`config.mk`:
```
export PLATFORM = sky130hd
export DESIGN_NAME = clk_src_sel
export DESIGN_NICKNAME = d
export VERILOG_FILES = /design/src/rtl/clk_src_pkg.sv /design/src/rtl/clk_src_sync_deb.sv /design/src/rtl/clk_src_filter.sv /design/src/rtl/clk_src_osc_arb.sv /design/src/rtl/clk_src_sel.sv
export SDC_FILE = /design/constraint.sdc
export NUM_CORES = 1
export LEC_CHECK = 0
export BUFFER_PORTS_ARGS = -buffer_cell sky130_fd_sc_hd__buf_2
export CAP_MARGIN = 0
export CORE_MARGIN = 3
export CORE_UTILIZATION = 30
export DETAILED_ROUTE_END_ITERATION = 10
export GPL_TIMING_DRIVEN = 0
export MAX_ROUTING_LAYER = met4
export SKIP_CTS_REPAIR_TIMING = 1
export SYNTH_ARGS = -nofsm -noshare
export SYNTH_HDL_FRONTEND = slang
export SYNTH_SLANG_ARGS = --single-unit
```
`constraint.sdc`:
```
create_clock -name clk -period 1.2 [get_ports clk]
set_input_delay 0.18 -clock clk [delete_from_list [all_inputs] [get_ports clk]]
set_output_delay 0.18 -clock clk [all_outputs]
set_load 0.01 [all_outputs]
```
`src/rtl/clk_src_pkg.sv`:
```
package clk_src_pkg;

  typedef enum logic [2:0] {
    SRC_OSC0    = 3'd0,
    SRC_OSC1    = 3'd1,
    SRC_MRG_INT = 3'd2,
    SRC_MRG_EXT = 3'd3,
    SRC_BKPL    = 3'd4,
    SRC_FALLBK  = 3'd5
  } src_e;

  localparam logic [1:0] FW_MRG_INT = 2'b01;
  localparam logic [1:0] FW_MRG_EXT = 2'b10;

  // Layered priority: cable, then firmware, then automatic oscillator choice.
  function automatic src_e pick_src(input logic bp, input logic [1:0] fw,
                                    input logic have, input logic cur);
    if (bp)                     return SRC_BKPL;
    else if (fw == FW_MRG_INT)  return SRC_MRG_INT;
    else if (fw == FW_MRG_EXT)  return SRC_MRG_EXT;
    else if (!have)             return SRC_FALLBK;
    else if (cur)               return SRC_OSC1;
    else                        return SRC_OSC0;
  endfunction

endpackage

```
`src/rtl/clk_src_sync_deb.sv`:
```
module clk_src_sync_deb #(
  parameter int DEB_CYCLES = 4
) (
  input  logic clk,
  input  logic rst_n,
  input  logic din,
  output logic dout
);
  localparam int CW = $clog2(DEB_CYCLES + 1);

  logic          s1, s2;
  logic [CW-1:0] cnt;

  always_ff @(posedge clk or negedge rst_n) begin
    if (!rst_n) begin
      s1   <= 1'b0;
      s2   <= 1'b0;
      cnt  <= '0;
      dout <= 1'b0;
    end else begin
      s1 <= din;
      s2 <= s1;
      if (s2 != dout) begin
        if (cnt == CW'(DEB_CYCLES - 1)) begin
          dout <= s2;
          cnt  <= '0;
        end else begin
          cnt <= cnt + 1'b1;
        end
      end else begin
        cnt <= '0;
      end
    end
  end
endmodule

```
`src/rtl/clk_src_filter.sv`:
```
module clk_src_filter #(
  parameter int WIDTH      = 5,
  parameter int DEB_CYCLES = 4
) (
  input  logic             clk,
  input  logic             rst_n,
  input  logic [WIDTH-1:0] raw,
  output logic [WIDTH-1:0] clean
);
  for (genvar i = 0; i < WIDTH; i++) begin : g_bit
    clk_src_sync_deb #(.DEB_CYCLES(DEB_CYCLES)) u_deb (
      .clk  (clk),
      .rst_n(rst_n),
      .din  (raw[i]),
      .dout (clean[i])
    );
  end
endmodule

```
`src/rtl/clk_src_osc_arb.sv`:
```
module clk_src_osc_arb (
  input  logic       clk,
  input  logic       rst_n,
  input  logic [1:0] elig,
  output logic       nxt_have,
  output logic       nxt_cur
);
  logic have_q, cur_q;

  // Keep the current module while it is eligible, else prefer module 0.
  always_comb begin
    if (have_q && elig[cur_q]) begin
      nxt_have = 1'b1;
      nxt_cur  = cur_q;
    end else if (elig[0]) begin
      nxt_have = 1'b1;
      nxt_cur  = 1'b0;
    end else if (elig[1]) begin
      nxt_have = 1'b1;
      nxt_cur  = 1'b1;
    end else begin
      nxt_have = 1'b0;
      nxt_cur  = cur_q;
    end
  end

  always_ff @(posedge clk or negedge rst_n) begin
    if (!rst_n) begin
      have_q <= 1'b0;
      cur_q  <= 1'b0;
    end else begin
      have_q <= nxt_have;
      cur_q  <= nxt_cur;
    end
  end
endmodule

```
`src/rtl/clk_src_sel.sv`:
```
module clk_src_sel
  import clk_src_pkg::*;
#(
  parameter int DEB_CYCLES = 4
) (
  input  logic       clk,
  input  logic       rst_n,
  input  logic [1:0] mod_present,
  input  logic [1:0] mod_valid,
  input  logic       bp_detect,
  input  logic [1:0] fw_sel,
  output logic [2:0] sel_src,
  output logic [1:0] led_green,
  output logic [1:0] led_yellow,
  output logic [1:0] osc_alarm
);
  localparam int NMOD = 2;
  localparam int NSTAT = 2 * NMOD + 1;

  logic [NSTAT-1:0] stat_raw, stat_clean;
  logic [NMOD-1:0]  pres_f, val_f, elig, bad;
  logic             bp_stable;
  logic             nxt_have, nxt_cur;
  src_e             sel_q;

  assign stat_raw = {bp_detect, mod_valid, mod_present};

  clk_src_filter #(.WIDTH(NSTAT), .DEB_CYCLES(DEB_CYCLES)) u_filt (
    .clk  (clk),
    .rst_n(rst_n),
    .raw  (stat_raw),
    .clean(stat_clean)
  );

  assign pres_f    = stat_clean[NMOD-1:0];
  assign val_f     = stat_clean[2*NMOD-1:NMOD];
  assign bp_stable = stat_clean[NSTAT-1];
  assign elig      = pres_f & val_f;
  assign bad       = pres_f & ~val_f;

  clk_src_osc_arb u_arb (
    .clk     (clk),
    .rst_n   (rst_n),
    .elig    (elig),
    .nxt_have(nxt_have),
    .nxt_cur (nxt_cur)
  );

  always_ff @(posedge clk or negedge rst_n) begin
    if (!rst_n) begin
      sel_q      <= SRC_FALLBK;
      led_green  <= '0;
      led_yellow <= '0;
      osc_alarm  <= '0;
    end else begin
      sel_q      <= pick_src(bp_stable, fw_sel, nxt_have, nxt_cur);
      led_green  <= elig;
      led_yellow <= bad;
      osc_alarm  <= bad;
    end
  end

  assign sel_src = sel_q;
endmodule

```
==> results of run 1 <==
## per-layer routing
layer	routed length [um]	share of wire, %	global-route usage (%)	up-vias
li1	-	-	-	378
met1	956	45	10.6	389
met2	967	46	14.2	17
met3	120	5.7	4.14	7
met4	62	2.9	5.34	0
met5	0	0	-	-
## state kept, by name, summed over array words and instances, names as in the netlist
name,cells
led_green,2
osc_alarm,2
sel_src,3
u_arb.cur_q,1
u_arb.have_q,1
u_filt.g_bit.u_deb.cnt,15
u_filt.g_bit.u_deb.dout,5
u_filt.g_bit.u_deb.s1,5
u_filt.g_bit.u_deb.s2,5
## final cells by class
type                       instances  area (um2)
clock buffer                       6        82.6
tap                               52        65.1
sequential                        39         978
clock inverter                     2        38.8
buffer                             2        15.0
timing repair buffer              25         158
multi-input combinational         49         437
fill                             426        2650
inverter                           5        18.8
## worst register-to-register path: stages (launching register included)
cell     delay (ns)
dfrtp_1        0.37
ha_2           0.19
nor2b_4        0.16
mux2_2         0.34
## report_power, final
part | switching, mW | internal, mW | total, mW
sequential | 0.241 | 1.71 | 1.95
clock | 0.464 | 0.684 | 1.15
combinational | 0.458 | 0.620 | 1.08
## cell usage in the layout (no fill, tap or decap)
master,n
bufinv_16,1
nor2b_4,5
clkbuf_8,6
nor3b_1,9
nor2_1,2
nor3_1,5
ha_1,5
buf_4,5
dlygate4sd3_1,5
ha_2,2
a311oi_1,1
and2b_1,1
buf_2,17
nor2b_1,1
inv_6,1
a31o_2,1
a21bo_2,1
inv_1,5
and2b_2,1
xnor2_1,5
o211ai_1,1
mux2_2,5
nand2_1,3
nand4_1,1
dfrtp_1,37
dfstp_2,2
## cell families (layout without fill, tap and decap cells)
group                    after synthesis  in the layout  synth area share, %
AO/OA/AOI/OAI                          4              4                 2.47
XOR/XNOR                               5              5                 3.09
adder cells (fa/ha/maj)                7              7                 6.18
buffers and inverters                  7             40                 2.38
flip-flops                            39             39                 69.1
multiplexers                           5              5                 3.97
AND/OR/NAND/NOR                       28             28                 12.8
## final timing paths
| path | start | endpoint | slack (ns) | cells past startpoint |
|---|---|---|---|---|
| max | u_filt.g_bit[4].u_deb.cnt[0]$_DFF_PN0_ | u_filt.g_bit[4].u_deb.dout$_DFFE_PN0P_ | 0.05 | 3 |
| min | rst_n | u_filt.g_bit[0].u_deb.dout$_DFFE_PN0P_ | -0.02 | 1 |
| max reg2reg | u_filt.g_bit[4].u_deb.cnt[0]$_DFF_PN0_ | u_filt.g_bit[4].u_deb.dout$_DFFE_PN0P_ | 0.05 | 3 |
| min reg2reg | u_filt.g_bit[1].u_deb.s1$_DFF_PN0_ | u_filt.g_bit[1].u_deb.s2$_DFF_PN0_ | 0.35 | 0 |
| max in group asynchronous | rst_n | u_filt.g_bit[3].u_deb.dout$_DFFE_PN0P_ | 0.70 | 1 |
| min in group clk | fw_sel[1] | sel_src[1]$_DFF_PN0_ | 0.16 | 3 |
## stage by stage
stage	instances	setup slack (ns)	cell area [um2]
2_1_floorplan	95	0.104	1420
3_3_place_gp	164	0.0679	1570
3_5_place_dp	164	0.0158	1570
4_1_cts	172	-0.00801	1690
5_1_grt	180	-0.00957	1790
6_report	180	0.0486	1790
## synthesized netlist by cell type, types with 2 or more instances
library cell  instances  area share [%]
mux2_2                5             4.0
nor2b_2               4             2.5
dfstp_2               2             3.7
ha_1                  7             6.2
xnor2_1               5             3.1
nor3b_1               9             4.8
nor3_1                5             1.8
inv_1                 5             1.3
nor2b_1               2            0.88
nor2_1                2            0.53
dfrtp_1              37              65
nand2_1               3            0.79
buf_4                 2             1.1
==> run_results.csv, run 1 <==
group,metric,value,unit
floorplanning,core_area,0.00444,mm2
worst_setup_path,max_stage_delay,0.37,ns
timing,finalSetupViolations,0,
synthesis,syn_area,0.00142,mm2
worst_setup_path,cp.required,1.39,ns
timing,tightest_slew,0.823,ns
worst_setup_path,arrival,1.34,ns
timing,max_freq,869,MHz
synthesis,synth_seq_area_share,69.1,%
placed_design,portBuffers,17,
worst_setup_path,critPathLaunchType,"flip-flop",
hold_path,hold_class,"primary input to asynchronous set/reset pin",
outcome,status,"complete, but fails checks",
clock_tree,htree_num_levels,2,
timing,period_share,95.9,%
clock_tree,clock-root-buffer,"clkbuf_8",
synthesis,avgSynthCellArea,14.9,um2
power,p_leak,0.861,nW
grt,grt.total_usage,9.52,%
worst_setup_path,crit_chain,"ha_2 -> nor2b_4 -> mux2_2",
power,ir_drop,0.900,mV
worst_setup_path,critPathSlowestCell,"dfrtp_1",
timing,fin_crit,1.15,ns
floorplanning,die_area,0.00558,mm2
timing,slew_violations,0,
worst_setup_path,critPathCaptureType,"flip-flop",
grt,grt_pass1_wl,3.75,mm
synthesis,netlist_instances,95,
route,viasPerCell,4.39,
finish,nNetsFinal,143,
worst_setup_path,crit_buf_inv,0,
placed_design,place.gp.congestion,0.680,
clock_tree,clock_latency,0.29,ns
worst_setup_path,path_max_fanout,3,
route,route.detailed.drc,0,
clock_tree,clock_sinks,39,
outcome,violations,"hold timing",
finish,syn_to_final_growth,26.6,%
floorplanning,die_w,74.7,um
route,dr.first_iter.drc_count,56,
synthesis,syn_nets,111,
synthesis,synth_cell_type_count,20,
timing,setup_tns,0,ns
placed_design,dp_hpwl,1.44,mm
finish,post-route-util,40.3,%
floorplanning,initial_utilization,31.9,%
timing,slew-limit-headroom,45.2,%
route,wl,2.11,mm
grt,grt_pass1_vias,838,
grt,grt_max_degree,40,
clock_tree,cts_tree,"yes",
route,wl_per_cell,11.7,um
synthesis,ys.flop_type,"dfrtp_1",
power,total_power,4.18,mW
finish,antenna_cells,0,
timing,finalHoldViolCount,37,
worst_setup_path,crit_family,"flip-flops",
floorplanning,rows,24,
timing,timing.hold.ws,-0.0163,ns
synthesis,ys_ff_latch,39,
clock_tree,cts_buffers,5,
flow_run,maxCapViolCount,0,
clock_tree,cts_max_path_buffers,2,
power,power_per_cell_area,2330,mW/mm2
timing,skew,0.00870,ns
synthesis,synth_edf_count,0,
floorplanning,ios,18,
clock_tree,path_clk_slew,0.08,ns
synthesis,ys.warnings.count,0,
route,num_vias,791,
grt,grt_overflow_total,0,
floorplanning,die_h,74.7,um
finish,layout-drive-gt1-share,36.7,%
route,drtPass1Iterations,3,
worst_setup_path,path_class,"flip-flop to flip-flop",
synthesis,ys_async_sr_fraction,100,%
route,antenna_left,0,
grt,antenna_found_initial,0,
No activity file was read; power rests on OpenSTA's default activity.
==> inputs of run 2 (changes only) <==
ABC_AREA = 1   (was unset)
==> run 2 against run 1 <==
  * The flow still finishes with violations (hold timing)
  * Largest cell class unchanged
  * Clock skew fell by 0.0057 ns
  * Combinational power fell by 9%
  * Sequential share of layout area rose by 1.5 points
  * Area after synthesis rose by 0.44%
  * Wire length fell by 2.5%
  * Worst setup slack improved by 0.051 ns
==> run_results.csv, run 2 <==
group,metric,value,unit
power,clkPwrFrac,28.2,%
clock_tree,clock_sinks,39,
grt,grt.total_usage,9.11,%
finish,largest_register_ffs,15,
synthesis,synth-simple-area-share,15.4,%
clock_tree,cts_max_path_buffers,2,
synthesis,synth_xor_area_share,3.08,%
synthesis,synth_top_family_by_area,"simple AND/OR/NAND/NOR gates",
synthesis,synth_mux_area_share,0,%
worst_setup_path,critPathLaunchType,"flip-flop",
synthesis,synth_top_cell_by_area,"dfrtp_1",
timing,finalHoldViolCount,37,
worst_setup_path,cp.required,1.02,ns
power,internal_power,2.82,mW
timing,slew_violations,0,
worst_setup_path,critPathCaptureType,"output pin",
worst_setup_path,crit_chain,"buf_2",
power,p_sw,1.18,mW
worst_setup_path,rr_startpoint,"u_filt.g_bit[3].u_deb.cnt[0]$_DFF_PN0_",
grt,antenna_found_initial,0,
synthesis,ys_ff_latch,39,
power,power_per_cell_area,2300,mW/mm2
timing,fin_crit,1.10,ns
synthesis,ys.warnings.count,0,
worst_setup_path,crit_family,"flip-flops",
route,antenna_left,0,
worst_setup_path,arrival,0.92,ns
route,route.detailed.drc,0,
timing,max_freq,909,MHz
finish,syn_to_final_growth,22.6,%
timing,slew-limit-headroom,45.9,%
synthesis,ys_async_sr_fraction,100,%
worst_setup_path,path_class,"flip-flop to output pin",
synthesis,syn_nets,136,
clock_tree,cts_buffers,5,
power,ir_drop,0.981,mV
floorplanning,die_h,74.9,um
route,dr.first_iter.drc_count,15,
route,wl_per_cell,10.2,um
timing,tightest_slew,0.812,ns
floorplanning,die_area,0.00560,mm2
placed_design,dp_hpwl,1.53,mm
finish,layout-drive-gt1-share,22.0,%
synthesis,synthTopCellsByCount,"dfrtp_1, nand2_1, inv_1",
route,num_vias,841,
synthesis,synth_compound_area_share,1.58,%
synthesis,synth_edf_count,0,
clock_tree,cts_tree,"yes",
flow_run,maxCapViolCount,0,
floorplanning,die_w,74.9,um
synthesis,synth_area_leaders,"dfrtp_1, ha_1, nand2_1, inv_1, dfstp_2",
route,drtPass1Iterations,4,
floorplanning,rows,24,
synthesis,synthAdderAreaFrac,6.16,%
clock_tree,clock-root-buffer,"clkbuf_8",
power,p_comb_share,24.5,%
grt,grt_pass1_vias,859,
outcome,violations,"hold timing",
finish,regMostFlops,"u_filt.g_bit.u_deb.cnt",
grt,grt_overflow_total,0,
finish,mostFrequentLayoutCells,"dfrtp_1, nand2_1, buf_2",
power,swShare,29.6,%
placed_design,portBuffers,17,
timing,period_share,91.7,%
worst_setup_path,max_stage_delay,0.52,ns
clock_tree,htree_num_levels,2,
outcome,status,"complete, but fails checks",
power,p_leak,0.890,nW
synthesis,synth_seq_area_share,68.8,%
finish,mostFrequentLayoutCell,"dfrtp_1",
synthesis,yosysMostFrequentCell,"dfrtp_1",
timing,finalSetupViolations,0,
synthesis,synth_cell_type_count,18,
route,wl,2.05,mm
placed_design,placed_area,0.00157,mm2
synthesis,ys.flop_type,"dfrtp_1",
timing,setup_tns,0,ns
floorplanning,initial_utilization,31.8,%
timing,timing.hold.ws,-0.0190,ns
route,viasPerCell,4.16,
timing,skew,0.00305,ns
clock_tree,clock_latency,0.29,ns
placed_design,place.gp.congestion,0.701,
finish,antenna_cells,0,
floorplanning,core_area,0.00447,mm2
hold_path,hold_class,"primary input to asynchronous set/reset pin",
grt,grt_max_degree,40,
finish,nNetsFinal,165,
worst_setup_path,path_max_fanout,1,
floorplanning,ios,18,
grt,grt_pass1_wl,3.58,mm
synthesis,netlist_instances,120,
power,p_seq_share,47.4,%
synthesis,syn_area,0.00142,mm2
synthesis,synth_top_area_share,65.1,%
worst_setup_path,critPathSlowestCell,"dfstp_2",
finish,stdcell_area,0.00174,mm2
clock_tree,path_clk_slew,0.07,ns
worst_setup_path,crit_buf_inv,1,
synthesis,avgSynthCellArea,11.9,um2
timing,grt_setup_unrepaired,"false",
worst_setup_path,crit_start,"sel_src[2]$_DFF_PN1_",
-- run 2: cell count changes after synthesis, sizes merged, moves of 2 or more --
cell   change
nand2     +18
nand3      +2
a21oi      +2
and2b      -2
nor3b      -5
nor2b      -6
inv       +10
mux2       -5
nor2      +12
-- run 2: layout make-up --
type,instances,area [um2]
Multi-Input combinational cell,64,373
Buffer,2,15.0
Tap cell,52,65.1
Fill cell,411,2730
Timing Repair Buffer,22,135
Clock buffer,6,82.6
Clock inverter,2,38.8
Inverter,15,56.3
Sequential cell,39,978
-- run 2: power groups by stage --
stage                     registers, mW  clock network [mW]  logic (mW)
after floorplan                    1.94                   0       0.643
after global placement             1.92                   0       0.930
after detailed placement           1.93                   0       0.996
after CTS                          1.91                1.17        1.00
after global routing               1.95                1.22        1.15
final                              1.90                1.13       0.980
-- run 2: worst paths after layout --
check                           depth (start not counted)  slack (ns)                                      to
worst max-delay path                                    1         0.1                              sel_src[2]
worst min-delay path                                    1       -0.02      u_filt.g_bit[0].u_deb.s2$_DFF_PN0_
worst max register to register                          3        0.19  u_filt.g_bit[3].u_deb.cnt[0]$_DFF_PN0_
worst min register to register                          0        0.35      u_filt.g_bit[2].u_deb.s2$_DFF_PN0_
max in group asynchronous                               1        0.71  u_filt.g_bit[3].u_deb.dout$_DFFE_PN0P_
min in group clk                                        3        0.17                    sel_src[1]$_DFF_PN0_
-- run 2: per-stage QoR --
| step | setup slack [ns] | std cells | hold slack, ns | utilization, % | power (mW) |
|---|---|---|---|---|---|
| 2_1_floorplan | 0.292 | 120 | -0.116 | - | 2.58 |
| 3_3_place_gp | 0.240 | 189 | 0.288 | 35.2 | 2.85 |
| 3_5_place_dp | 0.195 | 189 | 0.289 | 35.2 | 2.93 |
| 4_1_cts | 0.0824 | 197 | -0.0174 | 37.9 | 4.08 |
| 5_1_grt | 0.0459 | 202 | 0.0383 | 39.0 | 4.32 |
| 6_report | 0.0997 | 202 | -0.0190 | 39.0 | 4.01 |
-- run 2: layer usage --
metal | vias up | global-route usage, % | part of all wire (%)
met5 | - | - | 0
met4 | 0 | 5.34 | 2.9
met3 | 8 | 4.14 | 5.1
met2 | 15 | 14.5 | 51
met1 | 391 | 9.16 | 41
li1 | 427 | - | -
-- run 2: cells by family after synthesis --
logic type               after synthesis
XOR/XNOR                               5
AO/OA/AOI/OAI                          4
AND/OR/NAND/NOR                       48
flip-flops                            39
adder cells (fa/ha/maj)                7
buffers and inverters                 17
